**config.mk**
```make
export PLATFORM = sky130hd
export DESIGN_NAME = rst_strap_ctrl
export DESIGN_NICKNAME = d
export VERILOG_FILES = /design/src/rtl/rsc_pkg.sv /design/src/rtl/rsc_sync2.sv /design/src/rtl/rsc_classify.sv /design/src/rtl/rsc_stretch.sv /design/src/rtl/rsc_strap_latch.sv /design/src/rtl/rst_strap_ctrl.sv
export SDC_FILE = /design/constraint.sdc
export NUM_CORES = 1
export LEC_CHECK = 0
export ABC_CLOCK_PERIOD_IN_PS = 7930
export BUFFER_PORTS_ARGS = -buffer_cell sky130_fd_sc_hd__buf_2
export CORE_MARGIN = 2
export CORE_UTILIZATION = 51
export DETAILED_ROUTE_END_ITERATION = 8
export GPL_ROUTABILITY_DRIVEN = 0
export GPL_TIMING_DRIVEN = 0
export PLACE_DENSITY = 0.83
export SKIP_LAST_GASP = 1
export SYNTH_ARGS = -nofsm -noshare
export SYNTH_HDL_FRONTEND = slang
export SYNTH_HIERARCHICAL = 1
export SYNTH_SLANG_ARGS = --single-unit
```
**constraint.sdc**
```tcl
create_clock -name clk -period 7.93 [get_ports clk]
set_clock_uncertainty 0.2 [all_clocks]
set_input_delay 1.9825 -clock clk [delete_from_list [all_inputs] [get_ports clk]]
set_output_delay 1.9825 -clock clk [all_outputs]
set_load 0.03 [all_outputs]
```
**src/rtl/rsc_pkg.sv**
```systemverilog
// Package: shared types and strap field positions for the reset controller.
// Assumes a 12-bit strap bus with fixed field placement decoded by clock logic.
package rsc_pkg;

    localparam int STRAP_W    = 12;
    localparam int BIT_CLKSRC = 1;
    localparam int BIT_IOB0   = 5;
    localparam int BIT_IOB1   = 6;
    localparam int PLL_LSB    = 7;
    localparam int PLL_W      = 5;

    // One bit per synchronized reset request.
    typedef struct packed {
        logic cold;
        logic sw_sys;
        logic wdt_sys;
        logic warm;
        logic sw_soft;
        logic wdt_soft;
    } rsc_req_t;

    // Actions a request set asks for.
    typedef struct packed {
        logic pll;   // re-latch PLL ratio, restart PLL, clear status bit
        logic cfg;   // re-latch other straps
        logic ext;   // drive external reset output
        logic bus;   // reset internal bus and agents
    } rsc_act_t;

endpackage

```
**src/rtl/rsc_sync2.sv**
```systemverilog
// Module: two-flop synchronizer for a vector of asynchronous pins.
// Assumes bits are independent; RST_VAL is the idle level loaded on reset.
module rsc_sync2 #(
    parameter int              W       = 2,
    parameter logic [W-1:0]    RST_VAL = '1
) (
    input  logic         clk,
    input  logic         rst_n,
    input  logic [W-1:0] d_async,
    output logic [W-1:0] q_sync
);
    logic [W-1:0] stage1;

    // Two-stage capture of the raw pins into the clock domain.
    always_ff @(posedge clk) begin
        if (!rst_n) begin
            stage1 <= RST_VAL;
            q_sync <= RST_VAL;
        end else begin
            stage1 <= d_async;
            q_sync <= stage1;
        end
    end
endmodule

```
**src/rtl/rsc_classify.sv**
```systemverilog
// Module: maps active reset requests onto the nested action sets.
// Assumes all inputs are already synchronous and active high; purely combinational.
module rsc_classify
    import rsc_pkg::*;
(
    input  rsc_req_t req,
    output rsc_act_t act
);
    // Union of actions over all active requests.
    always_comb begin
        act.pll = req.cold;
        act.cfg = req.cold | req.sw_sys;
        act.ext = req.cold | req.sw_sys | req.wdt_sys | req.warm;
        act.bus = act.ext | req.sw_soft | req.wdt_soft;
    end
endmodule

```
**src/rtl/rsc_stretch.sv**
```systemverilog
// Module: holds an output asserted HOLD cycles past its last request.
// Assumes HOLD >= 1; active_q is registered; release_p marks the falling edge.
module rsc_stretch #(
    parameter int HOLD = 16
) (
    input  logic clk,
    input  logic rst_n,
    input  logic req,
    output logic active_q,
    output logic release_p
);
    localparam int            CW     = $clog2(HOLD + 1);
    localparam logic [CW-1:0] HOLD_C = CW'(HOLD);

    logic [CW-1:0] cnt;
    logic          busy;

    // Output is needed while a request is present or the window runs.
    assign busy      = req | (cnt != '0);
    // Asserted in the cycle whose closing edge drops active_q.
    assign release_p = active_q & ~busy;

    // Reload on request, count down otherwise, register the result.
    always_ff @(posedge clk) begin
        if (!rst_n) begin
            cnt      <= HOLD_C;
            active_q <= 1'b1;
        end else begin
            if (req)
                cnt <= HOLD_C;
            else if (cnt != '0)
                cnt <= cnt - 1'b1;
            active_q <= busy;
        end
    end
endmodule

```
**src/rtl/rsc_strap_latch.sv**
```systemverilog
// Module: records which strap groups a reset episode may re-sample, and
// captures them from the bus when the internal bus reset deasserts.
// Assumes release_p is a single-cycle pulse from the bus stretcher.
module rsc_strap_latch
    import rsc_pkg::*;
(
    input  logic               clk,
    input  logic               rst_n,
    input  rsc_act_t           act,
    input  logic               release_p,
    input  logic [STRAP_W-1:0] strap_ad,
    output logic               clk_src_ref,
    output logic               iob0_div3,
    output logic               iob1_div2,
    output logic [PLL_W-1:0]   pll_ratio,
    output logic               pll_restart,
    output logic               status_clr
);
    logic pend_pll;
    logic pend_cfg;
    logic unused_straps;

    // Reserved and test positions carry no function here.
    assign unused_straps = ^{strap_ad[0], strap_ad[4:2]};

    // Track pending groups during an episode and capture them on release.
    always_ff @(posedge clk) begin
        if (!rst_n) begin
            pend_pll    <= 1'b1;
            pend_cfg    <= 1'b1;
            clk_src_ref <= 1'b0;
            iob0_div3   <= 1'b0;
            iob1_div2   <= 1'b0;
            pll_ratio   <= '0;
            pll_restart <= 1'b0;
            status_clr  <= 1'b0;
        end else begin
            pll_restart <= 1'b0;
            status_clr  <= 1'b0;
            if (release_p) begin
                if (pend_pll | act.pll) begin
                    pll_ratio   <= strap_ad[PLL_LSB +: PLL_W];
                    pll_restart <= 1'b1;
                    status_clr  <= 1'b1;
                end
                if (pend_cfg | act.cfg) begin
                    clk_src_ref <= strap_ad[BIT_CLKSRC];
                    iob0_div3   <= strap_ad[BIT_IOB0];
                    iob1_div2   <= strap_ad[BIT_IOB1];
                end
                pend_pll <= 1'b0;
                pend_cfg <= 1'b0;
            end else begin
                if (act.pll) pend_pll <= 1'b1;
                if (act.cfg) pend_cfg <= 1'b1;
            end
        end
    end
endmodule

```
**src/rtl/rst_strap_ctrl.sv**
```systemverilog
// Module: top of the multi-source reset and strap controller.
// Assumes pins are asynchronous and active low, software and watchdog
// requests are synchronous levels, and HOLD_CYCLES >= 1.
module rst_strap_ctrl
    import rsc_pkg::*;
#(
    parameter int HOLD_CYCLES = 16
) (
    input  logic               clk,
    input  logic               rst_n,
    input  logic               cold_pin_n,
    input  logic               warm_pin_n,
    input  logic               sw_sys_req,
    input  logic               sw_soft_req,
    input  logic               wdt_sys_req,
    input  logic               wdt_soft_req,
    input  logic [STRAP_W-1:0] strap_ad,
    output logic               clk_src_ref,
    output logic               iob0_div3,
    output logic               iob1_div2,
    output logic [PLL_W-1:0]   pll_ratio,
    output logic               pll_restart,
    output logic               status_clr,
    output logic               rst_out_n,
    output logic               bus_rst
);
    localparam int N_STR = 2;   // index 0: external output, 1: internal bus

    logic [1:0]       pins_sync;
    rsc_req_t         req;
    rsc_act_t         act;
    logic [N_STR-1:0] str_req;
    logic [N_STR-1:0] str_active;
    logic [N_STR-1:0] str_release;

    rsc_sync2 #(.W(2), .RST_VAL(2'b11)) u_sync (
        .clk     (clk),
        .rst_n   (rst_n),
        .d_async ({cold_pin_n, warm_pin_n}),
        .q_sync  (pins_sync)
    );

    // Collect all requests as active-high bits.
    always_comb begin
        req.cold     = ~pins_sync[1];
        req.warm     = ~pins_sync[0];
        req.sw_sys   = sw_sys_req;
        req.wdt_sys  = wdt_sys_req;
        req.sw_soft  = sw_soft_req;
        req.wdt_soft = wdt_soft_req;
    end

    rsc_classify u_classify (
        .req (req),
        .act (act)
    );

    assign str_req = {act.bus, act.ext};

    for (genvar g = 0; g < N_STR; g++) begin : g_str
        rsc_stretch #(.HOLD(HOLD_CYCLES)) u_stretch (
            .clk       (clk),
            .rst_n     (rst_n),
            .req       (str_req[g]),
            .active_q  (str_active[g]),
            .release_p (str_release[g])
        );
    end

    assign rst_out_n = ~str_active[0];
    assign bus_rst   = str_active[1];

    rsc_strap_latch u_latch (
        .clk         (clk),
        .rst_n       (rst_n),
        .act         (act),
        .release_p   (str_release[1]),
        .strap_ad    (strap_ad),
        .clk_src_ref (clk_src_ref),
        .iob0_div3   (iob0_div3),
        .iob1_div2   (iob1_div2),
        .pll_ratio   (pll_ratio),
        .pll_restart (pll_restart),
        .status_clr  (status_clr)
    );
endmodule

```
=== Word level (Yosys, flattened, before mapping) ===
Index checks and enable logic that the tools add are counted.

* Output and inout bits: 12
* Input port bits: 20
* Bits in writable memories: 0
* Bits in read-only memories: 0
* Word-level logic and storage cells: 44
* Register bits after elaboration: 27
* Latch bits: 0
* Memories kept: 0

* Bitwise logic cells: 15
* Reduce and logical (&&, ||, !) cells: 8
* Add/sub/neg operators: 2
* Div/mod/pow operators: 0
* Multipliers: 0
* Equal/unequal tests: 1
* Shift operators: 0
* $lt $le $gt $ge: 0
* Multiplexer cells: 5

{| class="wikitable"
|+ Operators with widths
! kind !! count
|-
| $reduce_bool 5->1 || 2
|-
| $sub 5x1->5 const B || 2
|-
| $or 1x1->1 || 9
|-
| $reduce_and 2->1 || 3
|-
| $mux 1 || 5
|-
| $not 1->1 || 5
|-
| $reduce_or 2->1 || 2
|-
| $ne 2x1->1 const B || 1
|-
| $reduce_bool 2->1 || 1
|-
| $and 1x1->1 || 1
|}

=== Logic depth before layout (Yosys ltp) ===
Gate-level depths: netlist (run 1).

* Depth after elaboration: 10
* Mapped depth: 6
* Depth with buffers taken out: 6

=== Hierarchy ===
The synthesis (run 1) kept the hierarchy.

{| class="wikitable"
|+ By module, submodules not included
! module !! times used !! cells an instance !! area an instance (sq um) !! sequential area each (sq um)
|-
| rsc_stretch || 2 || 30 || 281.5 || 120.1
|-
| rsc_strap_latch || 1 || 46 || 436.7 || 220.2
|-
| rsc_sync2 || 1 || 8 || 105.1 || 80.1
|-
| rsc_classify || 1 || 4 || 31.3 || 0.0
|-
| rst_strap_ctrl || 1 || 3 || 11.3 || 0.0
|}

=== Worst setup path before layout (run 1) ===
Ideal clock, no wire load.

* Kind: input-to-reg
* From: in sw_sys_req
* To: reg u_latch.pll_ratio[0]
* Library setup time: 126 ps
* Path buffers: 0
* Arrival time: 3,625 ps
* Required time: 7,604 ps
* Setup slack: 3,979 ps
* Stages: 5
* Cell sequence: or4_4 > or3_1 > nor3b_1 > o21ai_4 > mux2i_1

{| class="wikitable"
|+ RTL lines
! what !! line !! RTL
|-
| start, declared || rst_strap_ctrl.sv:13 || <nowiki>input logic sw_sys_req,</nowiki>
|-
| end signal, assigned || rsc_strap_latch.sv:42 || <nowiki>pll_ratio <= strap_ad[PLL_LSB +: PLL_W];</nowiki>
|-
| end, declared || rsc_strap_latch.sv:15 || <nowiki>output logic [PLL_W-1:0] pll_ratio,</nowiki>
|}

==> flow_metrics.env, run 1 <==
export IMPL_run_status="finished clean"
export IMPL_cts_max_path_buffers=2
export IMPL_critical_path_cell_chain="buf_2, or4_4, or3_1, nor3b_1, o21ai_4, mux2i_1"
export IMPL_utilization=0.618
export IMPL_netlist_area_sq_mm=0.00114
export IMPL_post_dp_hpwl_mm=1.54
export IMPL_critPathBufInv=1
export IMPL_grt_pass1_vias=776
export IMPL_avgViaCountPerCell=4.95
export IMPL_drt_initial_drc_count=14
export IMPL_synth_nets=144
export IMPL_worstSetupStartpointType="input pin"
export IMPL_multiInputGateArea_sq_um=536
export IMPL_max_slew_worst_pin_slew_ps=714
export IMPL_num_fill_cells=197
export IMPL_clock_tree_root_buffer_cell="sky130_fd_sc_hd__clkbuf_4"
export IMPL_grt_start_max_net_pins=17
export IMPL_synthesis_yosys_warnings=6
export IMPL_power_leakage_nw=0.643
export IMPL_required_ps=7960
export IMPL_cts_tree="yes"
export IMPL_design_final_nets=176
export IMPL_slowest_cp_cell="sky130_fd_sc_hd__nor3b_1"
export IMPL_cts_sink_count=27
export IMPL_timing_worst_setup_path_type="input pin to flip-flop"
export IMPL_kind_of_cell_adding_the_most_delay_to_the_critical_path="simple AND/OR/NAND/NOR gates"
export IMPL_report_final_setup_viol=0
export IMPL_drcViolationCount=0
export IMPL_timing_critical_path_slowest_cell_delay_ps=600
export IMPL_finalWirelength_mm=2.04
export IMPL_power_per_cell_area_mw_per_mm2=164
export IMPL_synth_cells=120
export IMPL_post_drt_wl_per_cell_um=11.4
export IMPL_floorplan_io_pins=32
export IMPL_post_route_cell_area_sq_mm=0.00134
export IMPL_overflow=0
export IMPL_drive_gt1_frac=0.285
export IMPL_antenna_cells_inserted=0
export IMPL_cts_max_level=1
export IMPL_crit_fanout=6
export IMPL_ff_latch_area_sq_um=541
export IMPL_insertion_delay_ps=330
export IMPL_holdBufCountCts=0
export IMPL_dr_pass1_iters=4
export IMPL_avgSynthCellArea_sq_um=9.50
export IMPL_area_growth_syn_to_layout_pct=17.6
export IMPL_port_buffer_count=27
export IMPL_grt_setup_unrepaired="no"
export IMPL_num_rows=17
export IMPL_antenna_left=0
export IMPL_placedInstanceArea_sq_mm=0.00131
export IMPL_cts_repair_resized=0
export IMPL_postCtsSetupBuffers=0
export IMPL_antenna_found_initial=0
export IMPL_hold_worst_slack_ps=241
export IMPL_cts_reportedPaths_clkPinSlew_ps=150
export IMPL_grt_first_pass_wirelength_mm=3.24
export IMPL_post_route_period_util=0.491
export IMPL_fp_dieW_um=51.3
export IMPL_cts_buf_count=3
export IMPL_max_freq_ghz=0.257
export IMPL_die_height_um=51.3
export IMPL_slew_headroom=0.523
export IMPL_core_region_area_sq_mm=0.00217
export IMPL_final_period_demand_of_the_worst_path_ps=3890
export IMPL_die_area_sq_mm=0.00263
export IMPL_slew_violations=0
export IMPL_power_ir_vdd_worst_v=0.000127
export IMPL_cap_viol_max_count=0
export IMPL_route_vias_total=886
export IMPL_initial_core_util=0.525
export IMPL_cp_arrival_ps=3920
export IMPL_critPathCaptureType="flip-flop"
export IMPL_timing_hold_worst_class="flip-flop to flip-flop"
export IMPL_timing_setup_tns_ps=0
export IMPL_grt_util_all_layers=0.168
export IMPL_finalHoldViolCount=0
## placed cells by master, fill, tap and decap left out, types with 2 or more instances in the layout
cell                       instances
sky130_fd_sc_hd__ha_1              4
sky130_fd_sc_hd__clkbuf_4          3
sky130_fd_sc_hd__nand2b_1          6
sky130_fd_sc_hd__nand2_1          16
sky130_fd_sc_hd__inv_1             8
sky130_fd_sc_hd__nor3_1           10
sky130_fd_sc_hd__xnor2_1           4
sky130_fd_sc_hd__buf_2            27
sky130_fd_sc_hd__or2_1             2
sky130_fd_sc_hd__or4b_4            2
sky130_fd_sc_hd__dfxtp_1          27
sky130_fd_sc_hd__nor2_1           13
sky130_fd_sc_hd__a21oi_1           2
sky130_fd_sc_hd__nor4b_1           2
sky130_fd_sc_hd__nor3b_1           3
sky130_fd_sc_hd__a211oi_2          2
sky130_fd_sc_hd__buf_4             3
sky130_fd_sc_hd__mux2i_1           8
sky130_fd_sc_hd__o21ai_0           2
## stage by stage
stage	total power, W	worst slack, ps	std cells
final	0.000219	4040	179
after global routing	0.000229	3960	179
after CTS	0.000223	4060	179
after detailed placement	0.000162	3690	175
after global placement	0.000161	3750	175
after floorplan	0.000155	3990	120
## path summary, 6_finish.rpt
path                                    start                           endpoint  slack, ps  depth (start not counted)
setup / recovery                   sw_sys_req  u_latch/pll_ratio[3]$_SDFFE_PN0P_       4040                          6
hold / removal    u_sync/stage1[1]$_SDFF_PN1_        u_sync/q_sync[1]$_SDFF_PN1_        240                          1
setup reg to reg  u_sync/q_sync[1]$_SDFF_PN1_  u_latch/pll_ratio[3]$_SDFFE_PN0P_       5420                          6
hold reg to reg   u_sync/stage1[1]$_SDFF_PN1_        u_sync/q_sync[1]$_SDFF_PN1_        240                          1
## state kept, by name, summed over array words and instances (netlist names)
signal	count
g_str.u_stretch/active_q	2
u_latch/pend_cfg	1
u_sync/stage1	2
u_latch/iob0_div3	1
u_latch/pll_ratio	5
g_str.u_stretch/cnt	10
u_latch/status_clr	1
u_sync/q_sync	2
u_latch/pend_pll	1
u_latch/iob1_div2	1
u_latch/clk_src_ref	1
## layer usage
| layer | track usage | routed length [um] | vias up |
|---|---|---|---|
| met5 | 0 | 0 | - |
| met4 | 0.118 | 46 | 0 |
| met3 | 0.0263 | 64 | 4 |
| met2 | 0.268 | 1020 | 17 |
| met1 | 0.206 | 911 | 405 |
| li1 | - | - | 460 |
## cell type report
cell class,instances,share of cell area
Sequential cell,27,0.403
Multi-Input combinational cell,81,0.400
Timing Repair Buffer,27,0.101
Tap cell,28,0.0261
Buffer,4,0.0252
Inverter,8,0.0224
Clock buffer,3,0.0168
Clock inverter,1,0.00560
## report_power, final
group          internal [W]  switching [W]  leakage, nW
Combinational    0.00000996     0.00000915        0.409
Sequential         0.000138     0.00000179        0.219
Clock             0.0000193      0.0000410       0.0139
Total              0.000167      0.0000519        0.643
No activity file was read; power rests on OpenSTA's default activity.
==> inputs of run 2 (changes only) <==
ABC_CLOCK_PERIOD_IN_PS = 3700   (was 7930)
CORE_UTILIZATION = 50   (was 51)
PLACE_DENSITY = 0.82   (was 0.83)
clock period = 3.7 ns   (was 7.93 ns; I/O delays follow)
==> run 2 against run 1 <==
- flip-flop and latch count is the same
- wire length shrank 1.2%
- die area grew 1.8%
- non-clock buffer count is the same
- critical path depth is the same
- largest power group unchanged
- utilization shrank 0.71 points
==> flow_metrics.env, run 2 (same netlist as run 1, synthesis figures left out) <==
export IMPL_initial_core_util=0.520
export IMPL_dr_pass1_iters=4
export IMPL_finalWirelength_mm=2.02
export IMPL_fp_dieW_um=51.7
export IMPL_cts_tree="yes"
export IMPL_max_freq_ghz=0.353
export IMPL_num_rows=17
export IMPL_cts_buf_count=3
export IMPL_r2r_setup_slack_ps=1200
export IMPL_place_ws_ps=515
export IMPL_drcViolationCount=0
export IMPL_regMostFlops="g_str.u_stretch/cnt"
export IMPL_grt_first_pass_wirelength_mm=3.42
export IMPL_cts_reportedPaths_clkPinSlew_ps=140
export IMPL_antenna_left=0
export IMPL_grt_start_max_net_pins=16
export IMPL_largest_register_ff_count=10
export IMPL_post_dp_hpwl_mm=1.56
export IMPL_drt_initial_drc_count=15
export IMPL_route_vias_total=878
export IMPL_clock_tree_root_buffer_cell="sky130_fd_sc_hd__clkbuf_4"
export IMPL_port_buffer_count=27
export IMPL_required_ps=3750
export IMPL_floorplan_io_pins=32
export IMPL_finalHoldViolCount=0
export IMPL_postCtsSetupBuffers=0
export IMPL_antenna_found_initial=0
export IMPL_area_growth_syn_to_layout_pct=17.3
export IMPL_insertion_delay_ps=320
export IMPL_layout_common_cells="sky130_fd_sc_hd__dfxtp_1 (27), sky130_fd_sc_hd__buf_2 (27), sky130_fd_sc_hd__nand2_1 (16)"
export IMPL_grt_pass1_vias=805
export IMPL_report_final_setup_viol=0
export IMPL_layout_top_registers="g_str.u_stretch/cnt (10), u_latch/pll_ratio (5)"
export IMPL_run_status="finished clean"
export IMPL_final_period_demand_of_the_worst_path_ps=2840
export IMPL_cp_endpoint="u_latch/pll_ratio[2]$_SDFFE_PN0P_"
export IMPL_overflow=0
export IMPL_worstRegToRegCells=6
export IMPL_drive_gt1_frac=0.285
export IMPL_design_final_nets=176
export IMPL_timing_hold_worst_class="flip-flop to flip-flop"
export IMPL_crit_fanout=6
export IMPL_timing_setup_tns_ps=0
export IMPL_cts_max_path_buffers=2
export IMPL_cp_arrival_ps=2890
export IMPL_cts_max_level=1
export IMPL_grt_setup_unrepaired="no"
export IMPL_post_route_period_util=0.766
export IMPL_post_route_cell_area_sq_mm=0.00134
export IMPL_critical_path_reg2reg_startpoint="u_sync/q_sync[1]$_SDFF_PN1_"
export IMPL_holdBufCountCts=0
export IMPL_antenna_cells_inserted=0
export IMPL_critPathCaptureType="flip-flop"
export IMPL_slew_violations=0
export IMPL_power_per_cell_area_mw_per_mm2=348
export IMPL_power_leakage_nw=0.646
export IMPL_cts_sink_count=27
export IMPL_worst_slack_ps=864
export IMPL_avgViaCountPerCell=4.91
export IMPL_placedInstanceArea_sq_mm=0.00131
export IMPL_crit_reg2reg_capture="u_latch/pll_ratio[2]$_SDFFE_PN0P_"
export IMPL_cap_viol_max_count=0
export IMPL_slew_headroom=0.543
export IMPL_post_drt_wl_per_cell_um=11.3
export IMPL_power_ir_vdd_worst_v=0.000246
export IMPL_num_fill_cells=182
export IMPL_grt_util_all_layers=0.178
export IMPL_cts_repair_resized=0
export IMPL_die_area_sq_mm=0.00268
export IMPL_timing_worst_setup_path_type="input pin to flip-flop"
export IMPL_worstSetupStartpointType="input pin"
export IMPL_core_region_area_sq_mm=0.00219
export IMPL_max_slew_worst_pin_slew_ps=677
export IMPL_die_height_um=51.7
export IMPL_worstSetupStartpoint="sw_sys_req"
==> run 2: cell count changes in the layout (fill, tap and decap cells not counted) <==
cell | previous run | this run
sky130_fd_sc_hd__clkinv_2 | 0 | 1
sky130_fd_sc_hd__clkinvlp_4 | 1 | 0
==> run 2: where the power goes <==
group | total [W] | internal [W] | switching [W]
logic | 0.0000412 | 0.0000215 | 0.0000197
registers | 0.000300 | 0.000296 | 0.00000371
clock network | 0.000124 | 0.0000405 | 0.0000840
==> run 2: routing by layer <==
layer	part of all wire	track usage	wire, um
met3	0.037	0.0374	74
met4	0.021	0.0921	42
met5	0	0	0
met1	0.44	0.209	881
met2	0.50	0.303	1020
==> run 2: how the worst min path moves through the flow <==
stage,start,to,slack (ps),cells past startpoint
after floorplan,u_sync/stage1[0]$_SDFF_PN1_,u_sync/q_sync[0]$_SDFF_PN1_,190,1
after global placement,u_sync/stage1[0]$_SDFF_PN1_,u_sync/q_sync[0]$_SDFF_PN1_,190,1
after detailed placement,u_sync/stage1[1]$_SDFF_PN1_,u_sync/q_sync[1]$_SDFF_PN1_,200,1
after CTS,u_sync/stage1[1]$_SDFF_PN1_,u_sync/q_sync[1]$_SDFF_PN1_,230,1
after global routing,u_sync/stage1[1]$_SDFF_PN1_,u_sync/q_sync[1]$_SDFF_PN1_,260,1
final,u_sync/stage1[1]$_SDFF_PN1_,u_sync/q_sync[1]$_SDFF_PN1_,220,1
==> run 2: final cells by class <==
cell class	instances	area [sq um]	area share
buffer	4	33.8	0.0253
clock buffer	3	22.5	0.0168
clock inverter	1	5.00	0.00374
inverter	8	30.0	0.0225
multi-input combinational	81	536	0.400
sequential	27	541	0.404
tap	28	35.0	0.0262
timing repair buffer	27	135	0.101
==> run 2: worst max-delay path, stage by stage <==
cell	delay (ps)
sky130_fd_sc_hd__buf_2	110
sky130_fd_sc_hd__or4_4	520
sky130_fd_sc_hd__or3_1	330
sky130_fd_sc_hd__nor3b_1	560
sky130_fd_sc_hd__o21ai_4	210
sky130_fd_sc_hd__mux2i_1	230
==> run 2: through the flow <==
step	cells	util	hold WS, ps	total power, W
after global routing	179	0.611	263	0.000490
after CTS	179	0.611	229	0.000474
final	179	0.611	224	0.000466
after global placement	175	0.598	190	0.000345
after floorplan	120	-	186	0.000333
after detailed placement	175	0.598	195	0.000347
